===== src/rtl/gdrv_pkg.sv =====
package gdrv_pkg;

    // Gate levels for one half-bridge, as the gate buffers see them
    typedef struct packed {
        logic p_gate_n;   // supply-side P-channel: 0 = conducting
        logic n_gate;     // ground-side N-channel: 1 = conducting
    } gate_pair_t;

    localparam gate_pair_t GATES_OFF = '{p_gate_n: 1'b1, n_gate: 1'b0};

    typedef enum logic [1:0] {
        HB_OFF  = 2'd0,
        HB_HIGH = 2'd1,
        HB_LOW  = 2'd2
    } hb_state_t;

    function automatic gate_pair_t drive_gates(hb_state_t s);
        gate_pair_t g;
        case (s)
            HB_HIGH: g = '{p_gate_n: 1'b0, n_gate: 1'b0};
            HB_LOW:  g = '{p_gate_n: 1'b1, n_gate: 1'b1};
            default: g = GATES_OFF;
        endcase
        return g;
    endfunction

    // Zero dead time is never allowed: clamp to one cycle
    function automatic int unsigned eff_cycles(int unsigned v);
        return (v == 0) ? 1 : v;
    endfunction

endpackage


===== src/rtl/gdrv_half.sv =====
module gdrv_half
    import gdrv_pkg::*;
#(
    parameter int DT_W = 4
) (
    input  logic            clk,
    input  logic            rst,
    input  logic            hold,
    input  logic            pwm,
    input  logic [DT_W-1:0] dt,
    output hb_state_t       state
);

    logic            tgt;       // level last accepted
    logic            pend;      // an interval must start at next free edge
    logic            on;
    logic [DT_W-1:0] cnt;
    logic [DT_W-1:0] dt_eff;

    assign dt_eff = DT_W'(eff_cycles(32'(dt)));

    always_ff @(posedge clk) begin
        if (rst || hold) begin
            pend <= 1'b1;
            on   <= 1'b0;
            cnt  <= '0;
            tgt  <= pwm;
        end else if (pend || (pwm != tgt)) begin
            pend <= 1'b0;
            tgt  <= pwm;
            on   <= 1'b0;
            cnt  <= dt_eff;
        end else if (!on) begin
            if (cnt <= DT_W'(1)) begin
                on  <= 1'b1;
                cnt <= '0;
            end else begin
                cnt <= cnt - DT_W'(1);
            end
        end
    end

    always_comb begin
        if (!on)      state = HB_OFF;
        else if (tgt) state = HB_HIGH;
        else          state = HB_LOW;
    end

endmodule


===== src/rtl/gdrv_safe.sv =====
module gdrv_safe
    import gdrv_pkg::*;
#(
    parameter int NHB = 2
) (
    input  logic                  dis,
    input  hb_state_t [NHB-1:0]   st,
    output gate_pair_t [NHB-1:0]  gates
);

    for (genvar i = 0; i < NHB; i++) begin : g_force
        assign gates[i] = dis ? GATES_OFF : drive_gates(st[i]);
    end

endmodule


===== src/rtl/gdrv_bridge.sv =====
module gdrv_bridge
    import gdrv_pkg::*;
#(
    parameter int DT_W = 4
) (
    input  logic            clk,
    input  logic            rst,
    input  logic            dis,
    input  logic [1:0]      pwm,
    input  logic [DT_W-1:0] dead_cyc,
    output logic            pos_hi_n,
    output logic            pos_lo,
    output logic            neg_hi_n,
    output logic            neg_lo
);

    localparam int NHB = 2;

    hb_state_t  [NHB-1:0] hb_st;
    gate_pair_t [NHB-1:0] hb_g;

    for (genvar i = 0; i < NHB; i++) begin : g_half
        gdrv_half #(.DT_W(DT_W)) u_half (
            .clk   (clk),
            .rst   (rst),
            .hold  (dis),
            .pwm   (pwm[i]),
            .dt    (dead_cyc),
            .state (hb_st[i])
        );
    end

    gdrv_safe #(.NHB(NHB)) u_safe (
        .dis   (dis),
        .st    (hb_st),
        .gates (hb_g)
    );

    assign pos_hi_n = hb_g[0].p_gate_n;
    assign pos_lo   = hb_g[0].n_gate;
    assign neg_hi_n = hb_g[1].p_gate_n;
    assign neg_lo   = hb_g[1].n_gate;

endmodule


===== config.mk =====
export PLATFORM = sky130hd
export DESIGN_NAME = gdrv_bridge
export DESIGN_NICKNAME = d
export VERILOG_FILES = /design/src/rtl/gdrv_pkg.sv /design/src/rtl/gdrv_half.sv /design/src/rtl/gdrv_safe.sv /design/src/rtl/gdrv_bridge.sv
export SDC_FILE = /design/constraint.sdc
export NUM_CORES = 1
export LEC_CHECK = 0
export BUFFER_PORTS_ARGS = -buffer_cell sky130_fd_sc_hd__buf_2
export CAP_MARGIN = 20
export CORE_UTILIZATION = 45
export DETAILED_ROUTE_END_ITERATION = 8
export PLACE_DENSITY = 0.67
export SYNTH_ARGS = -nofsm -noshare
export SYNTH_HDL_FRONTEND = slang
export SYNTH_SLANG_ARGS = --single-unit

===== constraint.sdc =====
create_clock -name clk -period 2.3 [get_ports clk]
set_clock_uncertainty 0.2 [all_clocks]
set_input_delay 0.23 -clock clk [delete_from_list [all_inputs] [get_ports clk]]
set_output_delay 0.23 -clock clk [all_outputs]
set_load 0.01 [all_outputs]

; ---- Word-level counts from Yosys, hierarchy flattened
; Cells that the tools add are included.
[classes]
mux = 23
n_lt_le_gt_ge = 2
n_eq_ne = 8
n_reduce_logical = 8
add_sub_neg = 2
[ops]
columns = op, count
row1 = two-way mux 4 bit, 7
row2 = two-way mux 2 bit, 6
row3 = "<= comparator 4 x 1 -> 1 bit, second input constant", 2
row4 = two-way mux 1 bit, 8
row5 = case mux 2 bit (2 select lines), 2
row6 = "subtractor 4 x 1 -> 4 bit, second input constant", 2
row7 = "equality test 2 x 1 -> 1 bit, second input constant", 2
row8 = "equality test 2 bit, second input constant", 2
row9 = logical NOT 4 bit, 1
row10 = "!= test 2 bit, second input constant", 2
row11 = nonzero test 2 bit, 2
row12 = OR reduction 2 bit, 2
row13 = logical OR 1 bit, 3
row14 = != test 1 bit, 2
[totals]
wordCells = 51
output_inout_bits = 4
regBits = 14
inputBits = 9

; ---- Logic depth before layout (Yosys ltp)
; Gate-level depths: netlist of run 1.
[logic_depth]
depth_word = 5
mapped_depth = 6
depth_no_buf = 6

; ---- Cells and area by module
; Synthesis of run 1 repeated with hierarchy kept, for this count alone.
[hier_totals]
hier_cells = 82
area_unflattened_um2 = 768.2
[modules_own_cells]
columns = module, area_per_inst_um2, instances, cells_per_inst
row1 = gdrv_half, 367.9, 2, 39
row2 = gdrv_safe, 32.5, 1, 4

; ---- Worst setup path before layout of run 1
; Ideal clock, no wire load.
[synth_timing]
kind = flip-flop to flip-flop
start = register g_half[0].u_half.cnt[0]
end = register g_half[0].u_half.cnt[0]
n_path_buf = 0
path_slack_ps = 712
required_time_ps = 2026
synth_period_minus_slack_ps = 1588
arrival_time_ps = 1314
stages_incl_launch_ff = 7
setup_time_ps = 74
cell_sequence = dfxtp_1 inv_1 ha_1 nor2_1 nor3_1 or3_2 a31oi_1
[synth_via]
elab_chain_cells = 4
elab_cells_between_ends = 5
classes_between = 1 x add/sub / 1 x order compare / 3 x mux
[synth_rtl]
columns = element, line
row1 = start: declaration, gdrv_half.sv:17  ; logic [DT_W-1:0] cnt;
row2 = start signal: assignment, gdrv_half.sv:32  ; cnt <= dt_eff;
row3 = start signal: assignment, gdrv_half.sv:38  ; cnt <= cnt - DT_W'(1);
row4 = subtractor 4 x 1 -> 4 bit or <= comparator 4 x 1 -> 1 bit (tied branches), "gdrv_half.sv:38, gdrv_half.sv:34"
row5 = two-way mux 4 bit *, gdrv_half.sv:34  ; if (cnt <= DT_W'(1)) begin
row6 = two-way mux 4 bit *, gdrv_half.sv:33  ; end else if (!on) begin
row7 = two-way mux 4 bit *, gdrv_half.sv:28  ; end else if (pend || (pwm != tgt)) begin
; Every way passes the cells marked *; elsewhere a longest branch is shown, timed or not. The select of a mux whose other input is x is not followed.
; A chain may end at the register's enable or synchronous reset.

; ---- Final worst setup path of run 1
; Same ends and word-level chain as after synthesis.

==> out/results.txt, run 1 <==
Xor and xnor area share after synthesis -> 4.83%
Clock power frac -> 27.2%
NetSw -> 123 µW
Area Overhead vs Synth -> 17.2%
Synth async-reset ratio -> 0%
WL final -> 1.31 mm
RSZ-0062 raised after global routing -> false
Crit Path Class -> register to register
Congestion Overflow GR -> 0
Yosys reg bits -> 14
Synthesized area -> 726 µm²
Clk Latency, worst-skew pair -> 0.27 ns
DRC viols -> 0
Total negative setup slack -> 0 ns
Clock Path Buffers -> 2
Avg Vias per Cell -> 5.50
First-pass iteration count of the detailed router -> 2
Critical path launch point type -> register
Leakage Power -> 0.000338 µW
Switching share of total power -> 25.5%
Dpl hpwl -> 1.00 mm
DIE WIDTH -> 42.2 µm
Ant diodes -> 0
Worst setup EP type -> register
Io pins -> 13
Tcrit/Tclk final -> 74.8%
Pin count of the biggest net entering global routing -> 12
Htree depth -> 1
WL/cell -> 11.3 µm
Internal -> 360 µW
Status -> completed
Mean post-synth cell area -> 8.64 µm²
Max-slew headroom -> 75.0%
RePlAce Congestion -> 0.770
Share of layout cells above drive strength 1 -> 21.0%
Final Power -> 483 µW
Initial core utilization -> 48.2%
Ys flop type -> dfxtp_1
Antenna viol nets, final -> 0
Max FO, Critical Path -> 5
Req. time, crit path -> 2.30 ns
Gate Count Post-Synth -> 84
Register area share after synthesis -> 41.4%
Number of port buffers -> 12
Synth Area in Compound Gates -> 13.8%
# rows -> 14
Reg clk slew, reported paths -> 0.08 ns
CTS resizes -> 0
Hold Path Class -> primary input to register
Adder-cell share of the synthesized area -> 6.90%
WP data arrival -> 1.72 ns
Vias in the first global route -> 600
Cell taking the most area after synthesis -> dfxtp_1
Power per cell area -> 568 nW/µm²
Detailed Route Iter0 Violations -> 5
Share of power burned in registers -> 56.5%
Antenna violations before repair -> 0
CTS buffer count -> 3
Largest family of logic cells by synthesized area -> simple AND/OR/NAND/NOR gates
Peak VDD IR -> 0.000249 V
Die height -> 42.2 µm
Post-synth EDFFs -> 2
Post CTS Setup Buffer Count -> 0
Multiplexer share of the synthesized area -> 0%
Total nets after synthesis -> 97
Clk Tree Root Cell -> clkbuf_4
Die Area -> 1780 µm²
Worst-margin pin slew -> 0.372 ns
Post-Synth Simple-Gate Area -> 27.9%
Synth top area cells -> dfxtp_1, edfxtp_1, ha_1
Minimum clock period -> 1.72 ns
Final net count -> 115
Yosys cell types -> 21
Fillers -> 148
Final Hold Viols -> 0
Hold-fix buffers at CTS -> 3
Maxcap violations -> 0
Combinational Power Share -> 16.2%
First-pass GRT wire length -> 2.44 mm
Warnings, synthesis -> 0
Total GRT Usage -> 18.6%
Vias -> 638
Most frequent cells in the layout -> dfxtp_1, buf_2, inv_1, nand2_1, nor2_1
Yosys top cell area share -> 33.1%
Fin. max-slew vios -> 0
Maximum clock frequency -> 0.581 GHz
CTS sink count -> 14
Final setup fails -> 0
Core box area -> 1510 µm²
Final core occ -> 56.5%
CTS tree -> built
==> synthesized netlist by cell type, types with 2 or more instances <==
master	count
inv_1	8
edfxtp_1	2
or4b_1	2
o31ai_1	2
xor2_1	2
clkbuf_1	2
o21ai_0	6
dfxtp_1	12
a311oi_1	2
nor3b_1	2
nor2_1	8
nor2_2	3
xnor2_1	2
or3_1	5
nor3_2	2
nand2_1	8
ha_1	4
nand3b_1	2
a31oi_1	6
nor3_1	3
==> layout make-up <==
type	instances	area, µm²	share of cell area (%)
inverter	8	30.0	3.53
sequential	14	300	35.3
multi-input combinational	60	388	45.6
timing repair buffer	15	90.1	10.6
clock buffer	3	22.5	2.65
tap	16	20.0	2.35
==> worst max-delay path, cell delays in order, from the launching register on <==
cell,delay (ns)
dfxtp_1,0.41
inv_1,0.07
ha_1,0.21
nor2_1,0.10
nor3_1,0.08
or3_2,0.42
a31oi_1,0.17
==> through the flow <==
stage / hold slack, ns / setup slack, ns / area (µm²) / std cells
3_5_place_dp: 0.237 / 0.592 / 798 / 110
3_3_place_gp: 0.237 / 0.639 / 798 / 110
4_1_cts: 0.0410 / 0.564 / 851 / 116
5_1_grt: 0.0714 / 0.429 / 851 / 116
2_1_floorplan: 0.129 / 0.712 / 726 / 84
6_report: 0.0527 / 0.580 / 851 / 116
==> logic make-up (layout without fill, tap and decap cells) <==
family / Yosys count / count (layout)
simple gates: 36 / 36
flops: 14 / 14
buf+inv: 10 / 26
xor+xnor: 4 / 4
compound gates: 16 / 16
fa+ha+maj: 4 / 4
==> state kept, by name, indices dropped and copies added (netlist names) <==
register,cells
g_half.u_half.cnt,8
g_half.u_half.on,2
g_half.u_half.pend,2
g_half.u_half.tgt,2
==> power groups by stage <==
stage	clock (µW)	sequential (µW)	combinational [µW]
after global routing	153	275	92.5
after CTS	139	273	79.8
after detailed placement	0	279	75.4
after floorplan	0	275	56.0
final	132	273	78.5
after global placement	0	278	73.5
==> final timing paths <==
| kind | start | endpoint | slack, ns | cells past startpoint |
|---|---|---|---|---|
| worst max-delay path | g_half[0].u_half.cnt[0] | g_half[0].u_half.cnt[0] | 0.58 | 6 |
| worst min-delay path | dis | g_half[1].u_half.pend | 0.05 | 3 |
| worst max register to register | g_half[0].u_half.cnt[0] | g_half[0].u_half.cnt[0] | 0.58 | 6 |
| worst min register to register | g_half[0].u_half.cnt[1] | g_half[0].u_half.cnt[1] | 0.31 | 2 |
==> per-layer routing <==
| layer | GRT usage [%] | vias to the layer above | wire length (µm) |
|---|---|---|---|
| met4 | 13.1 | 0 | 44 |
| met3 | 3.88 | 5 | 54 |
| met2 | 29.7 | 16 | 563 |
| li1 | - | 327 | - |
| met1 | 22.2 | 290 | 643 |
| met5 | 0 | - | 0 |
(Power assumes the default switching activity.)
==> inputs of run 2 (changes only) <==
==> constraint.sdc (replaced) <==
create_clock -name clk -period 1.7 [get_ports clk]
set_clock_uncertainty 0.2 [all_clocks]
set_input_delay 0.17 -clock clk [delete_from_list [all_inputs] [get_ports clk]]
set_output_delay 0.17 -clock clk [all_outputs]
set_load 0.01 [all_outputs]
==> run 2 against run 1 <==
Combinational power grew 75%. Final cell count grew 6.9%. Non-clock buffer count grew 7. Sequential share of layout area shrank 3.6 points. Clock power grew 45%. Via count grew 4.2%. Count of clock-buffer cells in the layout is the same. Utilization grew 7.6 points. Critical endpoint is now g_half[0].u_half.cnt[2].
==> out/results.txt, run 2 (synthesized netlist as in run 1, its figures left out) <==
Req. time, crit path -> 1.68 ns (was 2.30 ns)
Ant diodes -> 0 (unchanged)
Antenna violations before repair -> 0 (unchanged)
Max-slew headroom -> 73.7% (was 75.0%)
Final setup fails -> 0 (unchanged)
Clock power frac -> 27.5% (was 27.2%)
Die Area -> 1780 µm² (unchanged)
Htree depth -> 1 (unchanged)
CTS sink count -> 14 (unchanged)
Most common cell after layout, fill and taps aside -> buf_2
NetSw -> 188 µW (was 123 µW)
Reg2reg start -> g_half[0].u_half.cnt[0] (unchanged)
RSZ-0062 raised after global routing -> true (was false)
Hold Path Class -> primary input to register (unchanged)
FF-to-FF End -> g_half[0].u_half.cnt[2] (was g_half[0].u_half.cnt[0])
Share of power burned in registers -> 52.9% (was 56.5%)
Die height -> 42.2 µm (unchanged)
Max FO, Critical Path -> 5 (unchanged)
WL/cell -> 11.7 µm (was 11.3 µm)
Worst-margin pin slew -> 0.392 ns (was 0.372 ns)
Fin. max-slew vios -> 0 (unchanged)
Maximum clock frequency -> 0.590 GHz (was 0.581 GHz)
Congestion Overflow GR -> 0 (unchanged)
Biggest register -> g_half.u_half.cnt (unchanged)
First-pass GRT wire length -> 2.28 mm (was 2.44 mm)
WL final -> 1.45 mm (was 1.31 mm)
Total GRT Usage -> 17.0% (was 18.6%)
Clk Latency, worst-skew pair -> 0.28 ns (was 0.27 ns)
Critical path launch point type -> register (unchanged)
Leakage Power -> 0.000381 µW (was 0.000338 µW)
Max FFs per register -> 8 (unchanged)
Antenna viol nets, final -> 0 (unchanged)
Hold Startpoint -> dead_cyc[0] (was dis)
Maxcap violations -> 0 (unchanged)
Most frequent cells in the layout -> buf_2, dfxtp_1, nand2_1, nor2_1 (was dfxtp_1, buf_2, inv_1, nand2_1, nor2_1)
Share of layout cells above drive strength 1 -> 36.1% (was 21.0%)
Final net count -> 122 (was 115)
Combinational Power Share -> 19.6% (was 16.2%)
Worst setup EP type -> register (unchanged)
RePlAce Congestion -> 0.838 (was 0.770)
Min-Delay Path Depth -> 3 (unchanged)
DIE WIDTH -> 42.2 µm (unchanged)
Minimum clock period -> 1.70 ns (was 1.72 ns)
# rows -> 14 (unchanged)
Switching share of total power -> 27.0% (was 25.5%)
Status -> completed (unchanged)
Core box area -> 1510 µm² (unchanged)
Vias in the first global route -> 589 (was 600)
Final Hold Viols -> 0 (unchanged)
Crit Path Class -> register to register (unchanged)
Peak VDD IR -> 0.000522 V (was 0.000249 V)
WP data arrival -> 1.68 ns (was 1.72 ns)
Io pins -> 13 (unchanged)
Fillers -> 133 (was 148)
Clock Path Buffers -> 2 (unchanged)
Avg Vias per Cell -> 5.36 (was 5.50)
Detailed Route Iter0 Violations -> 15 (was 5)
Register-to-register setup slack -> 0.004 ns (was 0.58 ns)
Tcrit/Tclk final -> 99.7% (was 74.8%)
Reg clk slew, reported paths -> 0.08 ns (about the same)
Clk Tree Root Cell -> clkbuf_4 (unchanged)
Dpl hpwl -> 988 µm (was 1.00 mm)
Pin count of the biggest net entering global routing -> 12 (unchanged)
First-pass iteration count of the detailed router -> 4 (was 2)
Vias -> 665 (was 638)
Final Power -> 696 µW (was 483 µW)
Power per cell area -> 721 nW/µm² (was 568 nW/µm²)
CTS buffer count -> 3 (unchanged)
Number of port buffers -> 12 (unchanged)
Internal -> 509 µW (was 360 µW)
CTS tree -> built (unchanged)
Hold Path Sink -> g_half[0].u_half.cnt[0] (was g_half[1].u_half.pend)
Area Overhead vs Synth -> 33.1% (was 17.2%)
DRC viols -> 0 (unchanged)
Total negative setup slack -> 0 ns (unchanged)
Initial core utilization -> 48.2% (unchanged)
Reg2Reg Depth -> 5 (was 6)
==> run 2: cell types whose count changed in the layout (fill, tap and decap cells not counted), sizes merged <==
cell         delta
clkinv          +1
dlygate4sd3     +2
buf             +5
==> run 2: worst max-delay path, cell delays in order (launching register included) <==
cell and delay (ns):
dfxtp_4 0.37, inv_2 0.06, ha_4 0.13, inv_2 0.03
or4b_1 0.51, a311oi_1 0.30
==> run 2: area by class of cell <==
class / instances / area, µm² / share of cell area, %
clock inverters: 1 / 3.75 / 0.389
clock buffers: 3 / 22.5 / 2.33
well taps: 16 / 20.0 / 2.07
repair buffers: 22 / 148 / 15.3
multi-input cells: 60 / 435 / 45.1
flip-flops and latches: 14 / 307 / 31.7
inverters: 8 / 30.0 / 3.11
==> run 2: worst max-delay path by stage <==
| stage | start | end | slack (ns) | cells past startpoint |
|---|---|---|---|---|
| floorplan | g_half[0].u_half.cnt[0] | g_half[0].u_half.cnt[0] | 0.11 | 6 |
| detailed placement | g_half[0].u_half.cnt[0] | g_half[0].u_half.cnt[0] | 0.01 | 6 |
| CTS | g_half[0].u_half.cnt[1] | g_half[0].u_half.cnt[0] | 0.02 | 6 |
| global route | g_half[0].u_half.cnt[0] | g_half[0].u_half.cnt[2] | -0.03 | 5 |
| finish | g_half[0].u_half.cnt[0] | g_half[0].u_half.cnt[2] | 0.004 | 5 |
| global placement | g_half[0].u_half.cnt[0] | g_half[0].u_half.cnt[0] | 0.07 | 6 |
==> run 2: what timing repair did <==
item | 4_1_cts | 5_1_grt
resized for setup | 1 | 16
endpoints found under the setup margin | 1 | 4
pin swaps | 0 | 6
buffers inserted | 0 | 3
endpoints found under the hold margin | 5 | 0
hold buffers | 5 | 0
==> run 2: metrics by stage <==
step | utilization, % | setup WS [ns] | instances | cell area [µm²] | hold slack, ns
after floorplan | - | 0.112 | 84 | 726 | 0.0689
after global placement | 54.0 | 0.0660 | 112 | 813 | 0.179
after detailed placement | 54.0 | 0.0137 | 112 | 813 | 0.177
after CTS | 59.1 | 0.0188 | 121 | 891 | 0.0147
after global routing | 64.1 | -0.0303 | 124 | 966 | 0.0395
final | 64.1 | 0.00442 | 124 | 966 | 0.0154
==> run 2: layer usage <==
| metal | track usage [%] | vias to the layer above | part of all wire, % |
|---|---|---|---|
| li1 | - | 346 | - |
| met1 | 20.3 | 300 | 49 |
| met2 | 28.1 | 17 | 45 |
| met3 | 7.76 | 2 | 5.2 |
| met4 | 3.75 | 0 | 0.69 |
| met5 | 0 | - | 0 |
==> run 2: power groups by stage <==
stage | combinational, µW | sequential (µW) | clock, µW
after floorplan | 75.8 | 372 | 0
after global placement | 105 | 374 | 0
after detailed placement | 106 | 375 | 0
after CTS | 116 | 367 | 197
after global routing | 154 | 370 | 219
final | 137 | 368 | 192
==> inputs of run 3 (changes only) <==
--- a/config.mk
+++ b/config.mk
@@ -10,6 +10,7 @@
 export CORE_UTILIZATION = 45
 export DETAILED_ROUTE_END_ITERATION = 8
 export PLACE_DENSITY = 0.67
+export SETUP_SLACK_MARGIN = 0.15
 export SYNTH_ARGS = -nofsm -noshare
 export SYNTH_HDL_FRONTEND = slang
 export SYNTH_SLANG_ARGS = --single-unit
==> constraint.sdc (replaced) <==
create_clock -name clk -period 1.7 [get_ports clk]
set_clock_uncertainty 0.2 [all_clocks]
set_input_delay 0.085 -clock clk [delete_from_list [all_inputs] [get_ports clk]]
set_output_delay 0.085 -clock clk [all_outputs]
set_load 0.01 [all_outputs]
==> run 3 against run 2 <==
First-iteration DRC count fell by 33%. Non-clock buffer count rose by 3. Critical path depth did not move. Utilization rose by 3.8 points. Sequential share of layout area fell by 1.4 points. Die area did not move. Critical path type unchanged. Largest cell class unchanged. Largest power group unchanged.
==> out/results.txt, run 3 (synthesized netlist as in run 1, its figures left out) <==
RePlAce Congestion -> 0.768 (was 0.838)
Peak VDD IR -> 0.000350 V (was 0.000522 V)
Fillers -> 117 (was 133)
Antenna violations before repair -> 0 (unchanged)
Vias -> 679 (was 665)
FF-to-FF End -> g_half[0].u_half.cnt[2] (unchanged)
Max FO, Critical Path -> 3 (was 5)
Hold Path Sink -> g_half[0].u_half.cnt[3] (was g_half[0].u_half.cnt[0])
Total negative setup slack -> 0 ns (unchanged)
Clk Tree Root Cell -> clkbuf_4 (unchanged)
Power per cell area -> 740 nW/µm² (was 721 nW/µm²)
Register-to-register setup slack -> 0.09 ns (was 0.004 ns)
CP dominant cell by count -> inv_2 (unchanged)
Clk Latency, worst-skew pair -> 0.28 ns (about the same)
Crit Path Class -> register to register (unchanged)
CP top delay family -> simple AND/OR/NAND/NOR gates (unchanged)
Combinational Power Share -> 20.0% (was 19.6%)
Max-slew headroom -> 78.0% (was 73.7%)
Switching share of total power -> 25.8% (was 27.0%)
Core box area -> 1510 µm² (unchanged)
Final setup fails -> 0 (unchanged)
Biggest register -> g_half.u_half.cnt (unchanged)
Clock power frac -> 31.4% (was 27.5%)
Antenna viol nets, final -> 0 (unchanged)
# rows -> 14 (unchanged)
Final Hold Viols -> 0 (unchanged)
WP data arrival -> 1.60 ns (was 1.68 ns)
Dpl hpwl -> 1.02 mm (was 988 µm)
Vias in the first global route -> 698 (was 589)
Worst-margin pin slew -> 0.330 ns (was 0.392 ns)
DRC viols -> 0 (unchanged)
Area Overhead vs Synth -> 41.0% (was 33.1%)
Critical path launch point type -> register (unchanged)
Final hold slack -> 0.335 ns (was 0.0154 ns)
Congestion Overflow GR -> 0 (unchanged)
Internal -> 562 µW (was 509 µW)
Minimum clock period -> 1.61 ns (was 1.70 ns)
Worst setup EP type -> register (unchanged)
Crit path largest cell delay -> 0.49 ns (was 0.51 ns)
Reg2Reg Depth -> 5 (unchanged)
Most frequent cells in the layout -> buf_2, nand2_1, dfxtp_1, dlygate4sd3_1 (was buf_2, dfxtp_1, nand2_1, nor2_1)
Die height -> 42.2 µm (unchanged)
Initial core utilization -> 48.2% (unchanged)
First-pass iteration count of the detailed router -> 3 (was 4)
Share of layout cells above drive strength 1 -> 40.5% (was 36.1%)
CP bufs+invs -> 2 (unchanged)
Maxcap violations -> 0 (unchanged)
Maximum clock frequency -> 0.622 GHz (was 0.590 GHz)
Htree depth -> 1 (unchanged)
Tcrit/Tclk final -> 94.5% (was 99.7%)
Io pins -> 13 (unchanged)
Req. time, crit path -> 1.69 ns (was 1.68 ns)
Cells along the critical path -> inv_2 -> ha_4 -> inv_2 -> or4b_1 -> a311oi_1 (unchanged)
Total GRT Usage -> 21.1% (was 17.0%)
Reg2reg start -> g_half[0].u_half.cnt[0] (unchanged)
WL final -> 1.54 mm (was 1.45 mm)
Hold Startpoint -> g_half[0].u_half.cnt[3] (was dead_cyc[0])
Ant diodes -> 0 (unchanged)
DIE WIDTH -> 42.2 µm (unchanged)
CTS tree -> built (unchanged)
Leakage Power -> 0.000397 µW (was 0.000381 µW)
Reg clk slew, reported paths -> 0.08 ns (about the same)
CTS buffer count -> 3 (unchanged)
CTS sink count -> 14 (unchanged)
Min-Delay Path Depth -> 2 (was 3)
Clock Path Buffers -> 2 (unchanged)
Most common cell after layout, fill and taps aside -> buf_2 (unchanged)
Share of power burned in registers -> 48.6% (was 52.9%)
Final net count -> 125 (was 122)
Avg Vias per Cell -> 5.35 (was 5.36)
WL/cell -> 12.2 µm (was 11.7 µm)
Status -> completed (unchanged)
Die Area -> 1780 µm² (unchanged)
Number of port buffers -> 12 (unchanged)
Fin. max-slew vios -> 0 (unchanged)
Pin count of the biggest net entering global routing -> 12 (unchanged)
Detailed Route Iter0 Violations -> 10 (was 15)
First-pass GRT wire length -> 2.82 mm (was 2.28 mm)
Hold Path Class -> register to register (was primary input to register)
NetSw -> 195 µW (was 188 µW)
Slowest CP cell -> or4b_1 (unchanged)
Max FFs per register -> 8 (unchanged)
RSZ-0062 raised after global routing -> true (unchanged)
==> run 3: worst max-delay path by stage <==
stage | startpoint | to | slack (ns) | cells after the start
3_3_place_gp | g_half[0].u_half.cnt[0] | g_half[0].u_half.cnt[0] | 0.12 | 6
2_1_floorplan | g_half[1].u_half.cnt[1] | g_half[1].u_half.cnt[2] | 0.15 | 5
4_1_cts | g_half[0].u_half.cnt[0] | g_half[0].u_half.cnt[2] | 0.09 | 5
3_5_place_dp | g_half[1].u_half.cnt[1] | g_half[1].u_half.cnt[2] | 0.08 | 5
5_1_grt | g_half[0].u_half.cnt[0] | g_half[0].u_half.cnt[2] | 0.01 | 5
6_report | g_half[0].u_half.cnt[0] | g_half[0].u_half.cnt[2] | 0.09 | 5
==> run 3: worst min-delay path, stage by stage (launching register included) <==
cell and delay [ns]:
dfxtp_1 0.36, nand2_1 0.07, a31oi_1 0.07
==> run 3: layout make-up <==
| type | count | area, µm² | share of cell area, % |
|---|---|---|---|
| multi-input cells | 60 | 449 | 43.9 |
| flip-flops and latches | 14 | 310 | 30.3 |
| repair buffers | 25 | 178 | 17.4 |
| clock buffers | 4 | 36.3 | 3.55 |
| inverters | 8 | 30.0 | 2.93 |
| well taps | 16 | 20.0 | 1.96 |
==> run 3: through the flow <==
step	total power, µW	setup slack [ns]	area [µm²]	util [%]	instances
global placement	484	0.123	836	55.5	111
CTS	746	0.0885	987	65.5	127
detailed placement	488	0.0822	836	55.5	111
global route	805	0.0131	1020	67.9	127
floorplan	455	0.152	756	-	84
finish	757	0.0935	1020	67.9	127
==> run 3: power groups by stage <==
stage / clock [µW] / combinational, µW / sequential (µW)
floorplan: 0 / 81.2 / 374
global placement: 0 / 107 / 377
detailed placement: 0 / 109 / 378
CTS: 243 / 137 / 366
global route: 263 / 171 / 371
finish: 238 / 151 / 368
==> run 3: timing repair <==
action,4_1_cts,5_1_grt
resized for setup,3,10
setup buffers,4,0
gates cloned,0,0
hold endpoints to repair,15,0
setup endpoints to repair,3,10
hold buffers,8,0
pin swaps,4,4
==> run 3: layer usage <==
metal	share of wire, %	up-vias	GRT usage [%]
met5	0	-	0
met4	1.7	0	9.38
li1	-	351	-
met3	2.9	4	3.88
met1	47	308	25.9
met2	48	16	35.9
